File: src/rtl/vid_reg_port_pkg.sv
package vid_reg_port_pkg;
  localparam int unsigned IDX_W  = 6;
  localparam int unsigned BYTE_W = 8;

  localparam logic [1:0] PORT_MEM   = 2'd0;
  localparam logic [1:0] PORT_SETUP = 2'd1;
  localparam logic [1:0] PORT_PAL   = 2'd2;
  localparam logic [1:0] PORT_INDIR = 2'd3;

  // strobes from control to datapath for the current cycle
  typedef struct packed {
    logic             latchData; // capture first byte of a direct write
    logic             regWr;     // write one register
    logic             useLatch;  // value from latch (direct) or bus (indirect)
    logic [IDX_W-1:0] regSel;    // target register number
    logic             ptrStep;   // advance the pointer field
  } reg_cmd_t;
endpackage

File: src/rtl/vid_reg_port_ctrl.sv
module vid_reg_port_ctrl
  import vid_reg_port_pkg::*;
#(
  parameter int unsigned NUM_REGS = 47,
  parameter int unsigned PTR_REG  = 17
) (
  input  logic              clk,
  input  logic              rst,
  input  logic              cs,
  input  logic [1:0]        portSel,
  input  logic              wrStb,
  input  logic              rdStb,
  input  logic [BYTE_W-1:0] wrData,
  input  logic [BYTE_W-1:0] ptrVal,
  output reg_cmd_t          cmd,
  output logic              phaseQ
);
  localparam logic [IDX_W-1:0] LAST_IDX = IDX_W'(NUM_REGS - 1);
  localparam logic [IDX_W-1:0] PTR_IDX  = IDX_W'(PTR_REG);

  logic rdHit, setupWr, setupRd, indirWr;
  logic [IDX_W-1:0] ptrIdx;

  assign rdHit   = cs & rdStb;
  assign setupRd = rdHit & (portSel == PORT_SETUP);
  assign setupWr = cs & wrStb & ~rdHit & (portSel == PORT_SETUP);
  assign indirWr = cs & wrStb & ~rdHit & (portSel == PORT_INDIR);
  assign ptrIdx  = ptrVal[IDX_W-1:0];

  always_comb begin
    cmd = '0;
    if (setupWr && !phaseQ) begin
      cmd.latchData = 1'b1;
    end else if (setupWr && phaseQ) begin
      // register setup only for the 2'b10 tag and an existing register
      if (wrData[7:6] == 2'b10 && wrData[IDX_W-1:0] <= LAST_IDX) begin
        cmd.regWr    = 1'b1;
        cmd.useLatch = 1'b1;
        cmd.regSel   = wrData[IDX_W-1:0];
      end
    end else if (indirWr) begin
      if (ptrIdx <= LAST_IDX && ptrIdx != PTR_IDX) begin
        cmd.regWr  = 1'b1;
        cmd.regSel = ptrIdx;
      end
      cmd.ptrStep = ~ptrVal[7];
    end
  end

  always_ff @(posedge clk) begin
    if (rst)          phaseQ <= 1'b0;
    else if (setupRd) phaseQ <= 1'b0;
    else if (setupWr) phaseQ <= ~phaseQ;
  end
endmodule

File: src/rtl/vid_reg_port_regfile.sv
module vid_reg_port_regfile
  import vid_reg_port_pkg::*;
#(
  parameter int unsigned NUM_REGS = 47,
  parameter int unsigned PTR_REG  = 17
) (
  input  logic                       clk,
  input  logic                       rst,
  input  reg_cmd_t                   cmd,
  input  logic [BYTE_W-1:0]          wrData,
  output logic [NUM_REGS*BYTE_W-1:0] regsFlat,
  output logic [BYTE_W-1:0]          ptrVal
);
  logic [BYTE_W-1:0] dataLatch;
  logic [BYTE_W-1:0] writeVal;
  logic [BYTE_W-1:0] regQ [NUM_REGS];

  always_ff @(posedge clk) begin
    if (rst)                dataLatch <= '0;
    else if (cmd.latchData) dataLatch <= wrData;
  end

  assign writeVal = cmd.useLatch ? dataLatch : wrData;

  for (genvar i = 0; i < NUM_REGS; i++) begin : g_reg
    if (i == PTR_REG) begin : g_ptr
      always_ff @(posedge clk) begin
        if (rst)
          regQ[i] <= '0;
        else if (cmd.regWr && cmd.regSel == IDX_W'(i))
          regQ[i] <= writeVal;
        else if (cmd.ptrStep)
          regQ[i] <= {regQ[i][BYTE_W-1:IDX_W], regQ[i][IDX_W-1:0] + 1'b1};
      end
    end else begin : g_plain
      always_ff @(posedge clk) begin
        if (rst)
          regQ[i] <= '0;
        else if (cmd.regWr && cmd.regSel == IDX_W'(i))
          regQ[i] <= writeVal;
      end
    end
    assign regsFlat[i*BYTE_W +: BYTE_W] = regQ[i];
  end

  assign ptrVal = regQ[PTR_REG];
endmodule

File: src/rtl/vid_reg_port.sv
module vid_reg_port
  import vid_reg_port_pkg::*;
#(
  parameter int unsigned NUM_REGS = 47,
  parameter int unsigned PTR_REG  = 17
) (
  input  logic                       clk,
  input  logic                       rst,
  input  logic                       cs,
  input  logic [1:0]                 portSel,
  input  logic                       wrStb,
  input  logic                       rdStb,
  input  logic [7:0]                 wrData,
  input  logic [7:0]                 statusIn,
  output logic [7:0]                 rdData,
  output logic [NUM_REGS*8-1:0]      regsOut
);
  reg_cmd_t          cmd;
  logic              phase;
  logic [BYTE_W-1:0] ptrVal;

  vid_reg_port_ctrl #(.NUM_REGS(NUM_REGS), .PTR_REG(PTR_REG)) u_ctrl (
    .clk(clk), .rst(rst), .cs(cs), .portSel(portSel), .wrStb(wrStb),
    .rdStb(rdStb), .wrData(wrData), .ptrVal(ptrVal), .cmd(cmd),
    .phaseQ(phase)
  );

  vid_reg_port_regfile #(.NUM_REGS(NUM_REGS), .PTR_REG(PTR_REG)) u_regs (
    .clk(clk), .rst(rst), .cmd(cmd), .wrData(wrData),
    .regsFlat(regsOut), .ptrVal(ptrVal)
  );

  assign rdData = (cs && rdStb && portSel == PORT_SETUP) ? statusIn : 8'h00;
endmodule

File: config.mk
export PLATFORM = sky130hd
export DESIGN_NAME = vid_reg_port
export DESIGN_NICKNAME = d
export VERILOG_FILES = /design/src/rtl/vid_reg_port_pkg.sv /design/src/rtl/vid_reg_port_ctrl.sv /design/src/rtl/vid_reg_port_regfile.sv /design/src/rtl/vid_reg_port.sv
export SDC_FILE = /design/constraint.sdc
export NUM_CORES = 1
export LEC_CHECK = 0
export ABC_AREA = 1
export ABC_CLOCK_PERIOD_IN_PS = 6200
export CAP_MARGIN = 0
export CORE_MARGIN = 10
export CORE_UTILIZATION = 53
export CTS_CLUSTER_SIZE = 30
export DETAILED_ROUTE_END_ITERATION = 10
export GPL_TIMING_DRIVEN = 0
export HOLD_SLACK_MARGIN = 0.08
export PLACE_DENSITY = 0.86
export SETUP_SLACK_MARGIN = 0.4
export SLEW_MARGIN = 20
export SYNTH_ARGS = -nofsm -noshare
export SYNTH_HDL_FRONTEND = slang
export SYNTH_HIERARCHICAL = 1
export SYNTH_SLANG_ARGS = --single-unit
export TNS_END_PERCENT = 20
File: constraint.sdc
create_clock -name clk -period 6.2 [get_ports clk]
set_input_delay 0.62 -clock clk [delete_from_list [all_inputs] [get_ports clk]]
set_output_delay 0.62 -clock clk [all_outputs]
set_load 0.01 [all_outputs]
==> out/metrics.yaml <==
worst_setup_path:
  critPathArrivalTime_ns: 3.49
  cpLargestDelayFamily: "simple AND/OR/NAND/NOR gates"
  crit_type: "input port to flop"
  slowest_stage: "o21ai_1"
  start_kind: "input port"
  crit_required_ns: 6.35
  reg2reg_setup_slack_ns: 2.97
  r2r_cells: 10
  slowest_delay_ns: 0.87
  r2r_start: "u_regs/regQ[17][0]"
  path_max_fanout: 8
  crit_path_end_kind: "flop"
  path_cells: "clkdlybuf4s50_1 > nand3b_1 > nor2_2 > nand3_1 > nand2_1 > inv_2 > or2_4 > nor2_8 > inv_1 > o21ai_1"
  cp_num_buf_inv: 3
  r2r-end: "u_regs/regQ[36][4]"
grt:
  grt_pass1_vias: 11250
  grt_usage: 0.2773
  grt_max_degree: 15
  grt_pass1_wl_um: 74260
  grt_overflow: 0
  antenna_found_initial: 0
logic_synthesis:
  synth_fp_nets: 1174
  synthArstFlopShare: 0
  seq_area_frac_synth: 0.7439
  synth_seq_cells: 385
  synth_cells: 1150
  ys.flop_type: "edfxtp_1"
  synth_area_per_cell_um2: 13.41
  synth.distinct_cells: 34
  synth_edf_count: 376
  synth_area_um2: 15420
  yosysWarnings: 6
clocking:
  clock_latency_ns: 0.53
  cts_buffer_depth: 3
  root_buffer: "clkbuf_16"
  clkTransAtPathRegs_ns: 0.06
  cts_tree: "yes"
  post-cts-setup-buffer-count: 0
  cts-buffers-inserted: 39
  cts.sinks: 385
  post_cts_resized: 0
  h-tree-depth: 2
  hold_buffers: 0
min_path:
  min_to: "u_regs/dataLatch[1]"
  min_from: "u_regs/dataLatch[1]"
  hold_depth: 2
  hold_class: "flop to flop"
final_layout:
  layout-drive-gt1-share: 0.1249
  fin_nets: 1622
  final_cell_mix: "clkdlybuf4s50_1 (406), nor2_1 (382), edfxtp_1 (376), nand2_1 (108), inv_1 (41)"
  area_delta_synth_final_pct: 37.14
  antenna_cells: 0
  fillCellCount: 1778
  mostFrequentLayoutCell: "clkdlybuf4s50_1"
  final_design_area_no_fill_um2: 21150
placed_design:
  place_hpwl_um: 38280
  placedInstanceArea_um2: 19970
  place_congestion: 0.8571
  portBuffers: 406
sta:
  fmax_mhz: 298.7
  hold_ws_ns: 0.4861
  finClkSkew_ns: 0.01650
  setup_viol: 0
  finalHoldViolations: 0
  tns_ns: 0
  slew_headroom: 0.2394
  rsz0062_at_grt: "false"
  slew_violations: 0
  worst_slew_pin_slew_ns: 1.133
  period_share: 0.5400
  fin_crit_ns: 3.348
die:
  die_x_um: 190.6
  die_h_um: 190.6
  start_util: 0.5373
  num_rows: 62
  die_area_um2: 36320
  core_area_um2: 28700
  io_pins: 407
route:
  ant_nets: 0
  wl_per_cell_um: 25.85
  dr.pass1.iters: 6
  wl_um: 51930
  drc: 0
  avgViaCountPerCell: 5.573
  via_count: 11200
  dr.first_iter.drc_count: 1364
power:
  total_power_w: 0.005602
  max-vdd-ir-drop_uv: 189.5
  p_per_area_nw_per_um2: 264.9
  p_leak_nw: 7.937
outcome:
  status: "complete, no violations"
run:
  cap_violations: 0
routing by layer:
layer,wire [µm],GRT usage
met4,2458,0.1169
met3,5748,0.07498
met2,25880,0.4757
met5,0,0
met1,17840,0.3227
how the worst max path moves through the flow:
stage / from / endpoint / slack [ns] / depth (start not counted)
floorplan: rdStb / u_regs/regQ[18][0] / 3.47 / 8
global placement: cs / u_regs/regQ[18][5] / 2.24 / 11
detailed placement: rdStb / u_regs/regQ[36][4] / 2.39 / 10
CTS: cs / u_regs/regQ[36][3] / 2.93 / 12
global route: cs / u_regs/regQ[36][1] / 2.78 / 12
finish: rdStb / u_regs/regQ[36][4] / 2.85 / 10
cells in the mapped netlist (all sizes together), types with 2 or more instances:
library cell  number  share of area
mux2i              2         0.0013
nor2             404           0.11
inv               48          0.012
buf               63          0.029
nand2            117          0.031
o21ai             30          0.010
nand3             65          0.050
clkbuf             5         0.0012
a21oi              6         0.0019
nor3              10         0.0032
nand4              7         0.0028
or2                2        0.00097
edfxtp           376           0.73
dfxtp              9          0.012
per-stage QoR:
stage / util / setup WS (ns) / std cells
4_1_cts: 0.7368 / 2.935 / 2009
6_report: 0.7368 / 2.852 / 2009
3_3_place_gp: 0.6956 / 2.243 / 1940
3_5_place_dp: 0.6959 / 2.387 / 1941
5_1_grt: 0.7368 / 2.782 / 2009
2_1_floorplan: - / 3.470 / 1150
tightest hold or removal path, stage by stage (launching register included):
cell and delay, ns:
dfxtp_1 0.30, inv_1 0.07, a21oi_1 0.07
where the power goes:
group / leakage, nW / internal, W / switching (W)
Combinational: 3.42 / 0.000184 / 0.000266
Sequential: 3.96 / 0.00293 / 0.0000355
Clock: 0.560 / 0.00123 / 0.000952
flip-flops by register name, indices dropped and copies added (netlist names):
signal and cells:
u_ctrl/phaseQ 1, u_regs/regQ 376, u_regs/dataLatch 8
cell type report:
| class | count | area, µm² | share of cell area |
|---|---|---|---|
| clock inverters | 18 | 136.4 | 0.006449 |
| flip-flops and latches | 385 | 11470 | 0.5424 |
| clock buffers | 50 | 1039 | 0.04911 |
| plain buffers | 68 | 459.2 | 0.02171 |
| multi-input cells | 649 | 3311 | 0.1565 |
| well taps | 384 | 480.5 | 0.02272 |
| repair buffers | 407 | 4071 | 0.1925 |
| inverters | 48 | 180.2 | 0.008520 |
cells by family after synthesis:
family	count (synthesis)	share of synthesized area
mux	2	0.001298
flops	385	0.7439
simple gates	606	0.1984
compound gates	38	0.01306
buf+inv	116	0.04146
xor+xnor	2	0.001136
fa+ha+maj	1	0.0008112
Power figures use the tool's default switching activity.
